$ cat src/rtl/tmr8_pkg.sv
package tmr8_pkg;
  typedef enum logic [1:0] {
    MD_INTERVAL = 2'b00,
    MD_CAP_RISE = 2'b01,
    MD_CAP_FALL = 2'b10,
    MD_PWM      = 2'b11
  } tmr_mode_e;

  typedef enum logic [1:0] {
    CS_SLOW = 2'b00,
    CS_MID  = 2'b01,
    CS_FAST = 2'b10,
    CS_PIN  = 2'b11
  } tmr_csel_e;

  localparam logic [1:0] RA_CTRL = 2'd0;
  localparam logic [1:0] RA_DATA = 2'd1;
  localparam logic [1:0] RA_CNT  = 2'd2;

  // control bit positions
  localparam int CB_PEND  = 0;
  localparam int CB_IEM   = 1;
  localparam int CB_IEO   = 2;
  localparam int CB_CLR   = 3;
endpackage

$ cat src/rtl/tmr8_prescale.sv
module tmr8_prescale #(
  parameter int SLOW_LOG2 = 12,
  parameter int MID_LOG2  = 8,
  parameter int FAST_LOG2 = 3
) (
  input  logic clk,
  input  logic rst,
  output logic tick_slow,
  output logic tick_mid,
  output logic tick_fast
);
  localparam int PW = SLOW_LOG2;

  logic [PW-1:0] div_q;

  always_ff @(posedge clk) begin
    if (rst) div_q <= '0;
    else     div_q <= div_q + 1'b1;
  end

  assign tick_slow = &div_q[SLOW_LOG2-1:0];
  assign tick_mid  = &div_q[MID_LOG2-1:0];
  assign tick_fast = &div_q[FAST_LOG2-1:0];
endmodule

$ cat src/rtl/tmr8_pinsync.sv
module tmr8_pinsync #(
  parameter int STAGES = 2
) (
  input  logic clk,
  input  logic rst,
  input  logic pin,
  output logic rise,
  output logic fall
);
  logic [STAGES-1:0] chain_q;
  logic              prev_q;

  always_ff @(posedge clk) begin
    if (rst) chain_q[0] <= 1'b0;
    else     chain_q[0] <= pin;
  end

  genvar g;
  generate
    for (g = 1; g < STAGES; g++) begin : g_stage
      always_ff @(posedge clk) begin
        if (rst) chain_q[g] <= 1'b0;
        else     chain_q[g] <= chain_q[g-1];
      end
    end
  endgenerate

  always_ff @(posedge clk) begin
    if (rst) prev_q <= 1'b0;
    else     prev_q <= chain_q[STAGES-1];
  end

  assign rise = chain_q[STAGES-1] & ~prev_q;
  assign fall = ~chain_q[STAGES-1] & prev_q;
endmodule

$ cat src/rtl/tmr8_core.sv
module tmr8_core
  import tmr8_pkg::*;
#(
  parameter int CW = 8
) (
  input  logic          clk,
  input  logic          rst,
  input  tmr_mode_e     mode,
  input  logic          tick,
  input  logic          clr,
  input  logic          edge_rise,
  input  logic          edge_fall,
  input  logic          data_we,
  input  logic [CW-1:0] data_wdata,
  output logic [CW-1:0] cnt,
  output logic [CW-1:0] data,
  output logic          mc_evt,
  output logic          ovf_evt,
  output logic          pwm
);
  localparam logic [CW-1:0] TOP = {CW{1'b1}};

  logic [CW-1:0] cnt_q, cnt_d, data_q, data_d;
  logic          cap;
  logic          pwm_q;

  always_comb begin
    cnt_d   = cnt_q;
    data_d  = data_q;
    mc_evt  = 1'b0;
    ovf_evt = 1'b0;
    cap     = ((mode == MD_CAP_RISE) && edge_rise) ||
              ((mode == MD_CAP_FALL) && edge_fall);
    if (clr) begin
      cnt_d = '0;
    end else if (tick) begin
      if ((mode == MD_INTERVAL) && (cnt_q == data_q)) begin
        cnt_d  = '0;
        mc_evt = 1'b1;
      end else begin
        cnt_d = cnt_q + {{(CW-1){1'b0}}, 1'b1};
        if (cnt_q == TOP) ovf_evt = 1'b1;
        if ((mode == MD_PWM) && (cnt_q == data_q)) mc_evt = 1'b1;
      end
    end
    if (cap) begin
      data_d = cnt_q;
      mc_evt = 1'b1;
    end else if (data_we) begin
      data_d = data_wdata;
    end
  end

  always_ff @(posedge clk) begin
    if (rst) begin
      cnt_q  <= '0;
      data_q <= '0;
      pwm_q  <= 1'b0;
    end else begin
      cnt_q  <= cnt_d;
      data_q <= data_d;
      pwm_q  <= (mode == MD_PWM) && (cnt_q < data_q);
    end
  end

  assign cnt  = cnt_q;
  assign data = data_q;
  assign pwm  = pwm_q;
endmodule

$ cat src/rtl/tmr8_multi.sv
module tmr8_multi
  import tmr8_pkg::*;
#(
  parameter int CW        = 8,
  parameter int SLOW_LOG2 = 12,
  parameter int MID_LOG2  = 8,
  parameter int FAST_LOG2 = 3,
  parameter int SYNC_N    = 2
) (
  input  logic          clk,
  input  logic          rst,
  input  logic          bus_we,
  input  logic [1:0]    bus_addr,
  input  logic [CW-1:0] bus_wdata,
  output logic [CW-1:0] bus_rdata,
  input  logic          ext_pin,
  input  logic          ovf_ack,
  output logic          pwm_out,
  output logic          irq_match,
  output logic          irq_ovf
);
  tmr_csel_e     csel_q;
  tmr_mode_e     mode_q;
  logic          ieo_q, iem_q, pend_q, ovp_q;
  logic          irqm_q, irqo_q;
  logic [CW-1:0] rdata_q;

  logic          t_slow, t_mid, t_fast;
  logic          p_rise, p_fall;
  logic          tick, clr, ctrl_we, data_we;
  logic          mc_evt, ovf_evt, pwm;
  logic [CW-1:0] cnt, data;

  assign ctrl_we = bus_we && (bus_addr == RA_CTRL);
  assign data_we = bus_we && (bus_addr == RA_DATA);
  assign clr     = ctrl_we && bus_wdata[CB_CLR];

  tmr8_prescale #(
    .SLOW_LOG2(SLOW_LOG2), .MID_LOG2(MID_LOG2), .FAST_LOG2(FAST_LOG2)
  ) u_pre (
    .clk(clk), .rst(rst),
    .tick_slow(t_slow), .tick_mid(t_mid), .tick_fast(t_fast)
  );

  tmr8_pinsync #(.STAGES(SYNC_N)) u_sync (
    .clk(clk), .rst(rst), .pin(ext_pin), .rise(p_rise), .fall(p_fall)
  );

  always_comb begin
    unique case (csel_q)
      CS_SLOW: tick = t_slow;
      CS_MID:  tick = t_mid;
      CS_FAST: tick = t_fast;
      default: tick = p_rise;
    endcase
  end

  tmr8_core #(.CW(CW)) u_core (
    .clk(clk), .rst(rst), .mode(mode_q), .tick(tick), .clr(clr),
    .edge_rise(p_rise), .edge_fall(p_fall),
    .data_we(data_we), .data_wdata(bus_wdata),
    .cnt(cnt), .data(data), .mc_evt(mc_evt), .ovf_evt(ovf_evt), .pwm(pwm)
  );

  always_ff @(posedge clk) begin
    if (rst) begin
      csel_q <= CS_SLOW;
      mode_q <= MD_INTERVAL;
      ieo_q  <= 1'b0;
      iem_q  <= 1'b0;
      pend_q <= 1'b0;
      ovp_q  <= 1'b0;
    end else begin
      if (ctrl_we) begin
        csel_q <= tmr_csel_e'(bus_wdata[7:6]);
        mode_q <= tmr_mode_e'(bus_wdata[5:4]);
        ieo_q  <= bus_wdata[CB_IEO];
        iem_q  <= bus_wdata[CB_IEM];
      end
      if (mc_evt)                              pend_q <= 1'b1;
      else if (ctrl_we && !bus_wdata[CB_PEND]) pend_q <= 1'b0;
      if (ovf_evt && ieo_q) ovp_q <= 1'b1;
      else if (ovf_ack)     ovp_q <= 1'b0;
    end
  end

  always_ff @(posedge clk) begin
    if (rst) begin
      irqm_q  <= 1'b0;
      irqo_q  <= 1'b0;
      rdata_q <= '0;
    end else begin
      irqm_q <= pend_q & iem_q;
      irqo_q <= ovp_q & ieo_q;
      unique case (bus_addr)
        RA_CTRL: rdata_q <= {csel_q, mode_q, 1'b0, ieo_q, iem_q, pend_q};
        RA_DATA: rdata_q <= data;
        RA_CNT:  rdata_q <= cnt;
        default: rdata_q <= '0;
      endcase
    end
  end

  assign bus_rdata = rdata_q;
  assign pwm_out   = pwm;
  assign irq_match = irqm_q;
  assign irq_ovf   = irqo_q;
endmodule

$ cat config.mk
export PLATFORM = sky130hd
export DESIGN_NAME = tmr8_multi
export DESIGN_NICKNAME = d
export VERILOG_FILES = /design/src/rtl/tmr8_pkg.sv /design/src/rtl/tmr8_prescale.sv /design/src/rtl/tmr8_pinsync.sv /design/src/rtl/tmr8_core.sv /design/src/rtl/tmr8_multi.sv
export SDC_FILE = /design/constraint.sdc
export NUM_CORES = 1
export LEC_CHECK = 0
export ABC_CLOCK_PERIOD_IN_PS = 4700
export BUFFER_PORTS_ARGS = -buffer_cell sky130_fd_sc_hd__clkbuf_2
export CORE_UTILIZATION = 40
export CTS_CLUSTER_SIZE = 8
export DETAILED_ROUTE_END_ITERATION = 10
export MAX_ROUTING_LAYER = met4
export SETUP_SLACK_MARGIN = 0.05
export SYNTH_ARGS = -nofsm -noshare
export SYNTH_HDL_FRONTEND = slang
export SYNTH_SLANG_ARGS = --single-unit
export TNS_END_PERCENT = 1
$ cat constraint.sdc
create_clock -name clk -period 4.7 [get_ports clk]
set_input_delay 1.41 -clock clk [delete_from_list [all_inputs] [get_ports clk]]
set_output_delay 1.41 -clock clk [all_outputs]
set_load 0.05 [all_outputs]
Yosys cells after proc, flatten, opt, wreduce, memory -nomap -nowiden --
Cells that the tools add are included.
Storage, ports and cells: register bits after elaboration 50, output and inout bits 11, logic and storage cells 74
Cells by class: add/subtract/negate cells 2, order comparisons 1, equal/unequal tests 9, multiplexer cells 18, bitwise gates (word level) 6, reductions and logical operators 22
Operators with widths (number):
- 2-to-1 mux 8 bit | 3
- case mux 8 bit (3 select lines) | 1
- 2-to-1 mux 1 bit | 13
- adder 12 x 1 -> 12 bit, second input constant | 1
- AND reduction 12 bit | 1
- logical AND 1 bit | 10
- adder 8 x 1 -> 8 bit, second input constant | 1
- equality test 2 bit, second input constant | 4
- equality test 8 bit | 1
- equality test 8 bit, second input constant | 1
- < comparator 8 bit | 1
- AND reduction 8 bit | 1
- equality test 2 x 1 -> 1 bit, second input constant | 3
- zero test 2 bit | 3
- nonzero test 2 bit | 3
- AND 1 bit | 4
- case mux 1 bit (3 select lines) | 1
- AND reduction 3 bit | 1
- NOT 1 bit | 2
- OR reduction 2 bit | 1
- zero test 1 bit | 1
- logical OR 1 bit | 1

Logic depth before layout (Yosys ltp) --
Gate-level depths: netlist of run 1.
word-level depth 8, depth in mapped cells 8

Hierarchy --
From an unflattened synthesis of run 1, not the netlist that was laid out.
Unflattened totals: cell total of the unflattened synthesis 265, area total of the unflattened synthesis 2384.8 um^2
Modules (own cells, without submodules):
- tmr8_core | instances 1, cells each 112, area each 982.2 um^2, seq. area each 340.3 um^2
- tmr8_multi | instances 1, cells each 89, area each 795.8 um^2, seq. area each 360.3 um^2
- tmr8_prescale | instances 1, cells each 56, area each 515.5 um^2, seq. area each 240.2 um^2
- tmr8_pinsync | instances 1, cells each 8, area each 91.3 um^2, seq. area each 60.1 um^2

Worst setup path after synthesis of run 1 --
Ideal clock, no wire load.
kind input port to flip-flop, from input port bus_addr[0], to register u_core.data_q[0], in the netlist u_core.data[0], library setup time 86 ps, arrival time 2458 ps, path slack 2156 ps, stages on the path 5, path buffers 2, cell sequence clkbuf_1 -> nand3b_1 -> clkbuf_2 -> mux2i_1 -> a211oi_1
Between the ends: word-level cells in the longest chain between the ends 3
RTL lines:
- start, declared | line tmr8_multi.sv:13 | input logic [1:0] bus_addr,
- equality test 2 x 1 -> 1 bit | line tmr8_multi.sv:35 | assign data_we = bus_we && (bus_addr == RA_DATA);
- logical AND 1 bit | line tmr8_multi.sv:35
- nonzero test 2 bit (no line)
- end signal, assigned | line tmr8_core.sv:61 | data_q <= data_d;
- end, declared | line tmr8_core.sv:23 | logic [CW-1:0] cnt_q, cnt_d, data_q, data_d;
No other way between the ends. A chain may end at the register's enable or synchronous reset.

Final worst setup path of run 1 --
from input port rst, to register u_core.cnt_q[6], in the netlist u_core.cnt[6]
Between the ends: word-level cells in the longest chain between the ends 1
RTL lines:
- start, declared | line tmr8_multi.sv:11 | input logic rst,
- OR reduction 2 bit (no line)
- end signal, assigned | line tmr8_core.sv:60 | cnt_q <= cnt_d;
- end, declared | line tmr8_core.sv:23
No other way between the ends.

==> impl_metrics.json, run 1 <==
{
  "synthFlopType": "dfxtp_1",
  "reg2reg_setup_slack_ns": 2.39,
  "ys_warn_count": 0,
  "max_cap_viol_count": 0,
  "holdPathEnd": "u_sync.chain_q[1]$_SDFF_PP0_",
  "remaining_drc_errors": 0,
  "dieArea_sq_um": 6290,
  "grt_usage_pct": 18.2,
  "grt_pass1_vias": 1905,
  "hold_class": "flop to flop",
  "placedCellCount": 349,
  "r2r_start": "u_core.cnt[0]$_SDFFE_PP0P_",
  "placedInstanceArea_sq_um": 2550,
  "yosysTopAreaCell": "dfxtp_1",
  "setup_viol_count_final": 0,
  "grt_max_degree": 44,
  "rsz0062_at_grt": "no",
  "rr_endpoint": "u_core.cnt[5]$_SDFFE_PP0P_",
  "path_class": "input pin to flop",
  "num_vias": 1876,
  "start_util_pct": 42.4,
  "fin_skew_ns": 0.0155,
  "syn_nets": 290,
  "worstPathMaxFanout": 43,
  "drtAntennaViolNets": 0,
  "worstPathArrival_ns": 2.84,
  "slew_viol_final": 0,
  "hold_depth": 1,
  "power_density_nw_per_um2": 309,
  "numCtsBuffers": 5,
  "cp_data_required_time_ns": 4.95,
  "crit_start": "rst",
  "p_leak_uw": 0.00109,
  "synth-seq-cells": 50,
  "post-dp-hpwl_mm": 3.42,
  "syn_area_sq_um": 2390,
  "grt_antenna_before_repair": 0,
  "setup_tns_ns": 0,
  "drt_wl_total_mm": 4.97,
  "max_freq_mhz": 386,
  "worstSkewPairLatency_ns": 0.31,
  "htreeDepth": 2,
  "wire_per_inst_microns": 14.0,
  "fp.dieW_microns": 79.3,
  "layoutNonFillerInstCount": 356,
  "synth.distinct_cells": 45,
  "layout.nets": 310,
  "tightest_slew_ns": 1.12,
  "cts_hold_buf": 0,
  "status": "completed",
  "gp_congestion": 0.835,
  "min_from": "u_sync.chain_q[0]$_SDFF_PP0_",
  "ios": 26,
  "clock_path_buffers": 2,
  "finalCritPeriodShare_pct": 55.1,
  "fin_crit_ns": 2.59,
  "reg2regPathDepth": 6,
  "ys_seq_area_share_pct": 41.9,
  "coreArea_sq_um": 5640,
  "synth_top_area_share_pct": 41.9,
  "synthTopCellsByArea": "dfxtp_1 (42%), mux2i_1 (8.8%), nor2_1 (7.2%)",
  "cts-root-buf": "clkbuf_8",
  "cts_resized": 0,
  "placementRows": 27,
  "syn_avg_cell_area_sq_um": 9.06,
  "clock_sinks": 50,
  "fp.dieH_microns": 79.3,
  "syn_to_final_growth_pct": 11.2,
  "hold_violations": 0,
  "synth.most_common_cell": "dfxtp_1",
  "synthArstFlopShare_pct": 0,
  "synth_edf_count": 0,
  "post_cts_buffers": 0,
  "setup.worst_path.end_class": "flop",
  "fillers": 563,
  "io_buffers": 25,
  "finalInstanceArea_sq_um": 2660,
  "yosys-top-cells-count": "dfxtp_1 (50), nor2_1 (46), mux2i_1 (21)",
  "drtIter0Drc": 74,
  "drtPass1Iterations": 4,
  "tritoncts": "built",
  "synthCells": 264,
  "peakVddDrop_v": 0.000139,
  "grt_pass1_wl_mm": 8.60,
  "max_slew_margin_pct": 24.8,
  "antenna-diode-count": 0,
  "drive_gt1_share_pct": 15.1,
  "path_clk_slew_ns": 0.08,
  "grt_overflow_total": 0,
  "startpoint_type": "input pin",
  "viasPerCell": 5.27,
  "holdWs_ns": 0.440
}
-- critical path, stage by stage --
cell and delay (ns):
clkbuf_2 0.47, a21oi_1 0.67, a32o_1 0.25
-- power breakdown --
part	internal, uW	switching [uW]
combinational	27.9	40.4
sequential	432	7.54
clock	170	142
-- placed cells by master (no fill, tap or decap), types with 4 or more instances in the layout --
cell type / instances
dfxtp_1: 50
nor2b_1: 9
a211oi_1: 10
clkbuf_2: 25
inv_1: 13
nand4_1: 7
a32o_1: 4
clkbuf_8: 6
xor2_1: 4
nand2_1: 6
mux2i_1: 21
nor3b_1: 4
a21oi_1: 15
ha_1: 11
nand3_1: 5
o21ai_0: 10
nor2_1: 46
-- flip-flops by register name, indices dropped and copies added (netlist names) --
register / cells
bus_rdata: 8
csel_q: 2
iem_q: 1
ieo_q: 1
irq_match: 1
irq_ovf: 1
mode_q: 2
ovp_q: 1
pend_q: 1
u_core.cnt: 8
u_core.data: 8
u_core.pwm: 1
u_pre.div_q: 12
u_sync.chain_q: 2
u_sync.prev_q: 1
-- how the worst max path moves through the flow --
| stage | slack (ns) | depth (start not counted) | endpoint |
|---|---|---|---|
| 3_5_place_dp | 1.77 | 3 | u_core.cnt[7]$_SDFFE_PP0P_ |
| 3_3_place_gp | 1.79 | 3 | u_core.cnt[7]$_SDFFE_PP0P_ |
| 4_1_cts | 2.10 | 3 | u_core.cnt[6]$_SDFFE_PP0P_ |
| 2_1_floorplan | 2.16 | 5 | u_core.data[0]$_SDFFE_PP0P_ |
| 6_report | 2.11 | 3 | u_core.cnt[6]$_SDFFE_PP0P_ |
| 5_1_grt | 1.97 | 3 | u_core.cnt[6]$_SDFFE_PP0P_ |
-- routing by layer --
metal  global-route usage, %  share of wire [%]  up-vias
met1                    21.4                 49      857
li1                        -                  -      968
met4                    8.55                1.9        0
met2                    30.3                 46       40
met3                    3.22                4.0       11
met5                       -                  0        -
-- metrics by stage --
stage | utilization (%) | power (uW) | setup WS, ns
2_1_floorplan | - | 500 | 2.16
3_3_place_gp | 45.1 | 518 | 1.79
3_5_place_dp | 45.1 | 518 | 1.77
4_1_cts | 47.1 | 826 | 2.10
5_1_grt | 47.1 | 851 | 1.97
6_report | 47.1 | 821 | 2.11
-- logic make-up after synthesis --
family          after synthesis  share of synthesized area (%)
compound gates               50                           14.3
xor+xnor                      7                           2.56
fa+ha+maj                    11                           5.76
buf+inv                      26                           5.08
flops                        50                           41.9
mux                          21                           8.79
simple gates                 99                           21.7
-- area by class of cell --
class / instances / area (sq um) / share of cell area (%)
Timing Repair Buffer: 26 / 133 / 4.99
Sequential cell: 50 / 1000 / 37.6
Clock inverter: 1 / 30.0 / 1.13
Multi-Input combinational cell: 188 / 1270 / 47.9
Inverter: 13 / 48.8 / 1.84
Clock buffer: 6 / 82.6 / 3.11
Tap cell: 72 / 90.1 / 3.39
No activity file was read; power rests on OpenSTA's default activity.
==> run 2, diff against run 1 <==
- ABC_CLOCK_PERIOD_IN_PS: 4700 -> 2500
- clock period: 4.7 -> 2.5 ns (I/O delays scaled with it)
==> run 2 against run 1 <==
Die area unchanged. Global-route usage up 0.36 points. Sequential share of layout area down 0.52 points. Register-to-register slack worse by 2.0 ns. Largest power group unchanged. Non-clock buffer count up 9. Final cell count up 2.5%. First-iteration DRC count up 39%. Wire length up 5.1%.
==> impl_metrics.json, run 2 (synthesized netlist as in run 1, its figures left out) <==
{
  "status": "completed",
  "final_cell_mix": "dfxtp_1 (50), nor2_1 (46), clkbuf_2 (25)",
  "fp.dieW_microns": 79.3,
  "largest_register_ffs": 12,
  "post_cts_buffers": 0,
  "setup.worst_path.end_class": "flop",
  "ios": 26,
  "worstPathMaxFanout": 10,
  "antenna-diode-count": 0,
  "setup_slack_ns": 0.397,
  "fin_skew_ns": 0.00980,
  "r2r_start": "u_pre.div_q[0]$_SDFF_PP0_",
  "worstPathArrival_ns": 2.34,
  "viasPerCell": 5.23,
  "drtAntennaViolNets": 0,
  "cts_resized": 0,
  "largest_register": "u_pre.div_q",
  "fin_util_pct": 47.8,
  "setup_viol_count_final": 0,
  "grt_overflow_total": 0,
  "grt_pass1_vias": 1841,
  "pre_cts_slack_ns": 0.383,
  "clock_path_buffers": 2,
  "path_clk_slew_ns": 0.10,
  "critPathCapture": "u_core.cnt[5]$_SDFFE_PP0P_",
  "layout.nets": 319,
  "peakVddDrop_v": 0.000352,
  "htreeDepth": 2,
  "cts-root-buf": "clkbuf_8",
  "final_common_cell": "dfxtp_1",
  "rr_endpoint": "u_core.cnt[5]$_SDFFE_PP0P_",
  "holdWs_ns": 0.447,
  "path_class": "flop to flop",
  "wire_per_inst_microns": 14.3,
  "num_vias": 1909,
  "drt_wl_total_mm": 5.22,
  "cts_hold_buf": 0,
  "syn_to_final_growth_pct": 12.8,
  "setup_tns_ns": 0,
  "slew_viol_final": 0,
  "fillers": 567,
  "placementRows": 27,
  "max_freq_mhz": 475,
  "hold_violations": 0,
  "start_util_pct": 42.4,
  "power_density_nw_per_um2": 530,
  "crit_start": "u_pre.div_q[0]$_SDFF_PP0_",
  "drtIter0Drc": 103,
  "tritoncts": "built",
  "tightest_slew_ns": 0.586,
  "cp_data_required_time_ns": 2.74,
  "finalCritPeriodShare_pct": 84.1,
  "grt_antenna_before_repair": 0,
  "fp.dieH_microns": 79.3,
  "worstSkewPairLatency_ns": 0.30,
  "max_slew_margin_pct": 60.8,
  "post-dp-hpwl_mm": 3.79,
  "dieArea_sq_um": 6290,
  "grt_usage_pct": 18.6,
  "gp_congestion": 0.753,
  "drtPass1Iterations": 4,
  "hold_class": "flop to flop",
  "max_cap_viol_count": 0,
  "rsz0062_at_grt": "no",
  "coreArea_sq_um": 5640,
  "finalInstanceArea_sq_um": 2700,
  "grt_max_degree": 23,
  "remaining_drc_errors": 0,
  "reg2reg_setup_slack_ns": 0.40,
  "multi_input_area_sq_um": 1270,
  "clock_sinks": 50,
  "fin_crit_ns": 2.10,
  "p_leak_uw": 0.00112,
  "reg2regPathDepth": 6,
  "final-seq-area_sq_um": 1000,
  "grt_pass1_wl_mm": 8.76,
  "io_buffers": 25,
  "startpoint_type": "flop",
  "numCtsBuffers": 5,
  "drive_gt1_share_pct": 17.7,
  "placedInstanceArea_sq_um": 2610
}
## run 2: cell type report
class / count / share of cell area (%)
flip-flops and latches: 50 / 37.1
multi-input cells: 188 / 47.2
inverters: 13 / 1.81
well taps: 72 / 3.34
clock buffers: 5 / 2.55
repair buffers: 35 / 7.42
clock inverters: 2 / 0.510
## run 2: metrics by stage
stage               total power, uW  std cells
floorplan                       939        264
global placement                983        358
detailed placement              984        358
CTS                            1450        365
global route                   1490        365
finish                         1430        365
## run 2: routing by layer
metal  track usage [%]  wire (microns)
met1              23.2            2530
met2              30.8            2470
met3              3.79             169
met4              4.36              51
met5                 -               0
## run 2: worst min-delay path by stage
stage,start,to,slack [ns],cells past startpoint
6_report,pend_q$_SDFFE_PP0P_,irq_match$_SDFF_PP0_,0.45,2
5_1_grt,u_sync.chain_q[0]$_SDFF_PP0_,u_sync.chain_q[1]$_SDFF_PP0_,0.48,1
3_3_place_gp,u_sync.chain_q[0]$_SDFF_PP0_,u_sync.chain_q[1]$_SDFF_PP0_,0.42,1
2_1_floorplan,u_sync.chain_q[0]$_SDFF_PP0_,u_sync.chain_q[1]$_SDFF_PP0_,0.41,1
4_1_cts,pend_q$_SDFFE_PP0P_,irq_match$_SDFF_PP0_,0.45,2
3_5_place_dp,pend_q$_SDFFE_PP0P_,irq_match$_SDFF_PP0_,0.44,2
## run 2: critical path, stage by stage (launching register included)
cell and delay, ns:
dfxtp_1 0.38, ha_1 0.20, nand3_2 0.12, or2_4 0.29, o31ai_4 0.47, and2b_1 0.36
a41o_1 0.22
## run 2: power breakdown
group / leakage (uW) / internal (uW) / switching (uW)
clock network: 0.0000444 / 194 / 269
registers: 0.000405 / 813 / 14.4
logic: 0.000668 / 60.2 / 78.5
total: 0.00112 / 1070 / 362
